### src/rtl/clkrate_pkg.sv
package clkrate_pkg;

  // Register fields below the three reserved bits, MSB first.
  typedef struct packed {
    logic       clk_off;   // bit 4: gate the clock output low
    logic       div2;      // bit 3: divide input clock by two
    logic       range_hi;  // bit 2: high clock range
    logic [1:0] fsel;      // bits 1..0: filter select
  } clk_cfg_t;

  localparam logic [4:0] CFG_RESET = 5'b00101;

  // Word rate in Hz for a rate code {range_hi, fsel}.
  function automatic int unsigned rate_hz(input int unsigned code);
    case (code)
      0:       rate_hz = 20;
      1:       rate_hz = 25;
      2:       rate_hz = 100;
      3:       rate_hz = 200;
      4:       rate_hz = 50;
      5:       rate_hz = 60;
      6:       rate_hz = 250;
      default: rate_hz = 500;
    endcase
  endfunction

  // Internal ticks per output word, clamped to at least two.
  function automatic int unsigned word_ticks(input int unsigned code,
                                             input int unsigned hz_lo,
                                             input int unsigned hz_hi,
                                             input int unsigned scale);
    int unsigned base;
    base = (code >= 4) ? hz_hi : hz_lo;
    word_ticks = base / rate_hz(code) / scale;
    if (word_ticks < 2) word_ticks = 2;
  endfunction

  function automatic int unsigned max_ticks(input int unsigned hz_lo,
                                            input int unsigned hz_hi,
                                            input int unsigned scale);
    max_ticks = 2;
    for (int unsigned c = 0; c < 8; c++) begin
      if (word_ticks(c, hz_lo, hz_hi, scale) > max_ticks)
        max_ticks = word_ticks(c, hz_lo, hz_hi, scale);
    end
  endfunction

endpackage

### src/rtl/clkrate_cfg_reg.sv
module clkrate_cfg_reg
  import clkrate_pkg::*;
(
  input  logic       clk_i,
  input  logic       rst_ni,
  input  logic       wr_en_i,
  input  logic [7:0] wr_data_i,
  input  logic       fsync_i,
  output clk_cfg_t   cfg_o,
  output logic       code_chg_o,
  output logic       cal_req_o
);

  clk_cfg_t cfg_q, cfg_d;
  logic     cal_q, cal_d;
  logic     code_chg;

  // Only the low five bits are stored; the reserved bits are dropped here.
  assign code_chg = wr_en_i &&
                    (wr_data_i[2:0] != {cfg_q.range_hi, cfg_q.fsel});

  always_comb begin
    cfg_d = cfg_q;
    if (wr_en_i) cfg_d = clk_cfg_t'(wr_data_i[4:0]);
  end

  always_comb begin
    cal_d = cal_q;
    if (code_chg)     cal_d = 1'b1;
    else if (fsync_i) cal_d = 1'b0;
  end

  always_ff @(posedge clk_i or negedge rst_ni) begin
    if (!rst_ni) begin
      cfg_q <= clk_cfg_t'(CFG_RESET);
      cal_q <= 1'b0;
    end else begin
      cfg_q <= cfg_d;
      cal_q <= cal_d;
    end
  end

  assign cfg_o      = cfg_q;
  assign code_chg_o = code_chg;
  assign cal_req_o  = cal_q;

endmodule

### src/rtl/clkrate_clk_gen.sv
module clkrate_clk_gen (
  input  logic clk_i,
  input  logic rst_ni,
  input  logic div2_i,
  input  logic clk_off_i,
  output logic tick_o,
  output logic gate_en_o,
  output logic mclk_out_o
);

  logic div_q, div_d;
  logic gate_q;

  // Phase toggle for divide-by-two; parked at zero when not dividing.
  always_comb begin
    div_d = 1'b0;
    if (div2_i) div_d = ~div_q;
  end

  always_ff @(posedge clk_i or negedge rst_ni) begin
    if (!rst_ni) div_q <= 1'b0;
    else         div_q <= div_d;
  end

  assign tick_o = ~div2_i | div_q;

  // Enable captured on the falling edge so the AND below cannot glitch.
  always_ff @(negedge clk_i or negedge rst_ni) begin
    if (!rst_ni) gate_q <= 1'b1;
    else         gate_q <= ~clk_off_i;
  end

  assign gate_en_o  = gate_q;
  assign mclk_out_o = clk_i & gate_q;

endmodule

### src/rtl/clkrate_word_timer.sv
module clkrate_word_timer
  import clkrate_pkg::*;
#(
  parameter int unsigned HZ_LO = 1_000_000,
  parameter int unsigned HZ_HI = 2_457_600,
  parameter int unsigned SCALE = 1
) (
  input  logic       clk_i,
  input  logic       rst_ni,
  input  logic       tick_i,
  input  logic       hold_i,
  input  logic       restart_i,
  input  logic [2:0] code_i,
  output logic       stb_o,
  output logic       settled_o
);

  localparam int unsigned MAXT = max_ticks(HZ_LO, HZ_HI, SCALE);
  localparam int unsigned CW   = $clog2(MAXT + 1);
  localparam int unsigned SW   = 3;
  localparam logic [SW-1:0] SAT = SW'(4);

  logic [CW-1:0] last_tbl [8];

  for (genvar g = 0; g < 8; g++) begin : g_tbl
    localparam int unsigned T = word_ticks(g, HZ_LO, HZ_HI, SCALE);
    assign last_tbl[g] = CW'(T - 1);
  end

  logic [CW-1:0] cnt_q, cnt_d;
  logic [SW-1:0] nw_q, nw_d;
  logic          stb_q, stb_d;
  logic          sync_q, sync_d;

  always_comb begin
    cnt_d  = cnt_q;
    nw_d   = nw_q;
    stb_d  = 1'b0;
    sync_d = sync_q;
    if (hold_i) begin
      cnt_d  = '0;
      nw_d   = '0;
      sync_d = 1'b1;
    end else if (restart_i) begin
      cnt_d  = '0;
      nw_d   = '0;
      sync_d = 1'b0;
    end else if (tick_i) begin
      if (cnt_q >= last_tbl[code_i]) begin
        cnt_d = '0;
        stb_d = 1'b1;
        if (nw_q != SAT) nw_d = nw_q + SW'(1);
      end else begin
        cnt_d = cnt_q + CW'(1);
      end
    end
  end

  always_ff @(posedge clk_i or negedge rst_ni) begin
    if (!rst_ni) begin
      cnt_q  <= '0;
      nw_q   <= '0;
      stb_q  <= 1'b0;
      sync_q <= 1'b0;
    end else begin
      cnt_q  <= cnt_d;
      nw_q   <= nw_d;
      stb_q  <= stb_d;
      sync_q <= sync_d;
    end
  end

  assign stb_o     = stb_q;
  assign settled_o = sync_q ? (nw_q >= SW'(3)) : (nw_q >= SW'(4));

endmodule

### src/rtl/clkrate_ctrl.sv
module clkrate_ctrl
  import clkrate_pkg::*;
#(
  parameter int unsigned HZ_LO = 1_000_000,
  parameter int unsigned HZ_HI = 2_457_600,
  parameter int unsigned SCALE = 1
) (
  input  logic       clk_i,
  input  logic       rst_ni,
  input  logic       wr_en_i,
  input  logic [7:0] wr_data_i,
  input  logic       fsync_i,
  output logic [7:0] rd_data_o,
  output logic       mclk_out_o,
  output logic       int_tick_o,
  output logic       word_stb_o,
  output logic       settled_o,
  output logic       cal_req_o
);

  clk_cfg_t cfg;
  logic     code_chg;
  logic     tick;
  logic     gate_en;

  clkrate_cfg_reg u_cfg (
    .clk_i      (clk_i),
    .rst_ni     (rst_ni),
    .wr_en_i    (wr_en_i),
    .wr_data_i  (wr_data_i),
    .fsync_i    (fsync_i),
    .cfg_o      (cfg),
    .code_chg_o (code_chg),
    .cal_req_o  (cal_req_o)
  );

  clkrate_clk_gen u_clk (
    .clk_i      (clk_i),
    .rst_ni     (rst_ni),
    .div2_i     (cfg.div2),
    .clk_off_i  (cfg.clk_off),
    .tick_o     (tick),
    .gate_en_o  (gate_en),
    .mclk_out_o (mclk_out_o)
  );

  clkrate_word_timer #(
    .HZ_LO (HZ_LO),
    .HZ_HI (HZ_HI),
    .SCALE (SCALE)
  ) u_tmr (
    .clk_i     (clk_i),
    .rst_ni    (rst_ni),
    .tick_i    (tick),
    .hold_i    (fsync_i),
    .restart_i (code_chg),
    .code_i    ({cfg.range_hi, cfg.fsel}),
    .stb_o     (word_stb_o),
    .settled_o (settled_o)
  );

  assign rd_data_o  = {3'b000, cfg};
  assign int_tick_o = tick;

endmodule

### config.mk
export PLATFORM = sky130hd
export DESIGN_NAME = clkrate_ctrl
export DESIGN_NICKNAME = d
export VERILOG_FILES = /design/src/rtl/clkrate_pkg.sv /design/src/rtl/clkrate_cfg_reg.sv /design/src/rtl/clkrate_clk_gen.sv /design/src/rtl/clkrate_word_timer.sv /design/src/rtl/clkrate_ctrl.sv
export SDC_FILE = /design/constraint.sdc
export NUM_CORES = 1
export LEC_CHECK = 0
export BUFFER_PORTS_ARGS = -buffer_cell sky130_fd_sc_hd__buf_4
export CORE_MARGIN = 8
export CORE_UTILIZATION = 40
export DETAILED_ROUTE_END_ITERATION = 16
export PLACE_DENSITY_LB_ADDON = 0.05
export RECOVER_POWER = 100
export SETUP_SLACK_MARGIN = 0.4
export SYNTH_ARGS = -nofsm -noshare
export SYNTH_HDL_FRONTEND = slang
export SYNTH_HIERARCHICAL = 1
export SYNTH_SLANG_ARGS = --single-unit
### constraint.sdc
create_clock -name clk_i -period 5.65 [get_ports clk_i]
set_input_delay 0.2825 -clock clk_i [delete_from_list [all_inputs] [get_ports clk_i]]
set_output_delay 0.2825 -clock clk_i [all_outputs]
set_load 0.005 [all_outputs]
======== Word-level counts from Yosys, hierarchy flattened ========
Memory sizes are Yosys's and may differ from the RTL's.
Index checks and enable logic that the tools add are counted.
storage, ports and cells
  input bits .............................. 12
  register bits ........................... 29
  RAM bits ................................ 0
  latch bits .............................. 0
  logic and storage cells ................. 53
  output and inout bits ................... 13
  bits in read-only memories .............. 128
  memories kept ........................... 1
memories
  name             words  bits a word  rd ports  clocked after memory_dff  write ports  RTL line                  RTL
  (no name shown)  8      16           1         0                         0            clkrate_word_timer.sv:49  if (cnt_q >= last_tbl[code_i]) begin
cells by class
  bitwise operators ....................... 6
  reductions and logical operators ........ 6
  multipliers ............................. 0
  shifts and indexed selects .............. 0
  divide/modulo/power cells ............... 0
  equality and inequality tests ........... 2
  multiplexer cells ....................... 21
  $add $sub $neg .......................... 2
  $lt $le $gt $ge ......................... 4
operator list
  kind                                                                    number
  16-bit 2-to-1 mux                                                       6
  16-bit by 1-bit adder with 16-bit output (second input constant)        1
  16-bit >= comparator                                                    1
  3-bit 2-to-1 mux                                                        5
  1-bit 2-to-1 mux                                                        10
  3-bit nonzero test                                                      3
  4-bit >= comparator (second input constant)                             1
  3-bit inverter with 4-bit output                                        1
  3-bit by 1-bit adder with 3-bit output (second input constant)          1
  3-bit by 2-bit >= comparator with 1-bit output (second input constant)  1
  3-bit >= comparator (second input constant)                             1
  3-bit != test                                                           1
  3-bit != test (second input constant)                                   1
  1-bit inverter                                                          3
  3-bit AND reduction                                                     1
  2-bit nonzero test                                                      1
  1-bit bitwise AND                                                       1
  1-bit logical AND                                                       1
  1-bit OR                                                                1

======== Longest topological paths before layout ========
  depth in word-level cells ............... 9
  gate-level depth with buffers ........... 11
  gate-level depth less buffers ........... 10

======== Modules after synthesis ========
The synthesis kept the hierarchy.
by module, submodules not included
  module              instances  area an instance (µm²)  cells each  seq. area each (µm²)
  clkrate_word_timer  1          1,747.9                 188         525.5
  clkrate_cfg_reg     1          259.0                   18          152.6
  clkrate_clk_gen     1          77.6                    7           51.3
  clkrate_ctrl        1          26.3                    4           0.0

==> metrics.cfg <==
[outcome]
outcome = finished with violations
failed_checks = max-capacitance violations, max-slew violations

[finish]
finalInstanceArea_um2 = 2404
nFillCells = 506
drive_gt1_frac = 0.2000
nets = 278
synthToLayoutAreaGrowth_pct = 13.87
diodes = 0

[synthesis]
ys_warn_count = 6
synth_common_cells = 27 x ha_1, 26 x dfrtp_1, 23 x nand2_1
synthArstFlopShare = 1.000
synth_edf_count = 0
synth_cell_types = 42
synthFlopType = dfrtp_1
yosys.area.top_type = dfrtp_1
synthTopCellsByArea = dfrtp_1 31%, ha_1 16%, xor2_1 4.6%, nand2_1 4.1%, nor3_2 3.8%
ys_ff_latch = 29
synth_most_common_cell = ha_1
netlist_instances = 217
postSynthAreaPerCell_um2 = 9.727
seq_area_frac_synth = 0.3456
synth_top_cell_area_share = 0.3082
synth_area_um2 = 2111

[global_route]
grt_use_total = 0.1361
grt_pass1_vias = 1750
grt_max_degree = 30
grt_first_pass_wirelength_mm = 8.155
grt.overflow.total = 0
antenna_found_initial = 0

[worst_setup_path]
cp_top_family = flip-flops
worstSetupPathType = flip-flop to output port
regToRegStartpoint = u_cfg/cfg_o[0]$_DFFE_PN1P_
worstPathMaxFanout = 1
critPathMaxStageDelay_ns = 0.51
crit_start = u_clk/gate_en_o$_DFF_NN1_
worstReg2RegEnd = u_tmr/stb_o$_DFF_PN0_
worst_setup_path_end_kind = output port
worst-r2r-cell-count = 9
critPathArrivalTime_ns = 4.00
critPathLaunchType = flip-flop
required_ns = 5.37
crit_slowest_cell = dfstp_2
path_cells = and2_1 -> clkbuf_1
rrSetupSlack_ns = 1.46
critical_path_buf_inv_count = 1

[die]
dieArea_um2 = 7857
die_h_um = 88.64
num_rows = 26
io_pins = 25
start_util = 0.4133
die_w_um = 88.64
coreArea_um2 = 5107

[sta]
hold_viol = 0
setup_viol = 0
slew_headroom = -0.1879
tns_ns = 0
rsz0062_at_grt = false
maxSlewViolCount = 46
worst_pin_slew_ns = 1.774
skew_ns = 0.06731

[detailed_routing]
drt-wirelength-per-cell_um = 15.29
highest-signal-layer = met4
drt_iter0_drc = 61
drc = 0
drt-met1-wl_mm = 2.117
ant_nets = 0
vias_per_cell = 5.168
wl_met2_mm = 2.408
wl_met3_um = 132
first_pass_iters = 4
vias = 1602
wl_mm = 4.739

[worst_hold_path]
hp-start = wr_data_i[4]
holdPathEnd = u_cfg/cfg_o[4]$_DFFE_PN0P_
worst_hold_path_type = input pin to flip-flop
holdPathStages = 2

[cts]
cts_tree = yes
post_cts_resized = 0
clkLatencyLatePin_ns = 0.45
clk_pin_slew_ns = 0.06

[power_and_ir_drop]
swShare = 0.2537
p_clk_frac = 0.483
irDropWorstVdd_v = 0.0001381
comb_power_share = 0.136
internal_power_uw = 445.0
p_leak_uw = 0.001144
p_switching_uw = 151.3
seqPwrFrac = 0.381
powerDensity_nw_per_um2 = 248.1

[place]
place_congestion = 0.8112
dpl.hpwl_mm = 3.482
place_area_um2 = 2275
io_buffers = 18

[job]
cap_violations = 2

[through the flow]
| step | cells | power, uW | utilization | worst slack (ns) | hold slack [ns] |
|---|---|---|---|---|---|
| 2_1_floorplan | 219 | 291.3 | - | 1.932 | -0.01309 |
| 3_3_place_gp | 298 | 321.9 | 0.4454 | 1.851 | 0.2285 |
| 3_5_place_dp | 298 | 326.4 | 0.4454 | 1.835 | 0.2407 |
| 4_1_cts | 310 | 612.3 | 0.4782 | 1.351 | 0.1248 |
| 5_1_grt | 310 | 630.9 | 0.4706 | 1.127 | 0.1238 |
| 6_report | 310 | 596.3 | 0.4706 | 1.363 | 0.1298 |
[metal layers]
metal / global-route usage / vias up
li1: - / 790
met1: 0.1527 / 785
met2: 0.2251 / 19
met3: 0.04178 / 8
met4: 0.07220 / 0
met5: 0 / -
[logic make-up after synthesis]
group	Yosys count	share of synthesized area
multiplexers	9	0.04683
AO/OA/AOI/OAI	30	0.1002
XOR/XNOR	16	0.06639
buffers and inverters	24	0.05809
AND/OR/NAND/NOR	81	0.2211
other	1	0.001777
adder cells (fa/ha/maj)	27	0.1600
flip-flops	29	0.3456
[power by group through the flow]
stage | logic (uW) | registers (uW) | clock network, uW
floorplan | 57.1 | 228 | 5.83
global placement | 79.6 | 231 | 11.4
detailed placement | 83.1 | 232 | 11.4
CTS | 84.6 | 228 | 299
global route | 92.9 | 229 | 309
finish | 80.9 | 227 | 288
[layout by cell type, fill, tap and decap left out, drive strengths merged, types with 2 or more instances in the layout]
cell,instances
clkbuf,20
and2b,2
mux2,7
xnor2,5
a21oi,11
nand3,4
ha,27
and2,3
nand2b,3
a21o,3
mux2i,2
dfstp,3
nand4,9
o21ai,6
nor3,15
a31oi,3
xor2,11
dfrtp,26
conb,3
o21bai,2
buf,8
nor2b,4
nand2,23
inv,15
and3,3
nor2,10
[registers in the layout, summed over array words and instances, names as in the netlist]
| name | cells |
|---|---|
| u_tmr/cnt_q | 16 |
| u_cfg/cfg_o | 5 |
| u_tmr/nw_q | 3 |
| u_cfg/cal_req_o | 1 |
| u_clk/div_q | 1 |
| u_clk/gate_en_o | 1 |
| u_tmr/stb_o | 1 |
| u_tmr/sync_q | 1 |
[area by class of cell]
cell class | instances | area (um2) | area share
clock inverters | 2 | 33.78 | 0.01406
multi-input cells | 166 | 1239 | 0.5154
repair buffers | 18 | 130.1 | 0.05414
clock buffers | 11 | 131.4 | 0.05466
well taps | 70 | 87.58 | 0.03644
flip-flops and latches | 29 | 729.5 | 0.3035
inverters | 14 | 52.55 | 0.02186
[how the worst max path moves through the flow]
stage	to	slack [ns]	depth (start not counted)
2_1_floorplan	mclk_out_o	1.93	1
3_3_place_gp	mclk_out_o	1.85	2
3_5_place_dp	mclk_out_o	1.84	2
4_1_cts	mclk_out_o	1.35	2
5_1_grt	u_tmr/stb_o$_DFF_PN0_	1.13	9
6_report	mclk_out_o	1.36	2
[repair_timing]
action	in CTS	in global routing
hold buffers	1	0
endpoints found under the hold margin	26	0
endpoints found under the setup margin	0	0
setup buffers	0	0
[worst reg2reg max path: cells and delay by family (launching register included)]
kind,cells,cell delay (ns)
adder cells (fa/ha/maj),2,0.52
AND/OR/NAND/NOR,1,0.45
AO/OA/AOI/OAI,5,2.28
flip-flops,1,0.67
buffers and inverters,1,0.15
Note: power is estimated with default switching activity, not from simulation.
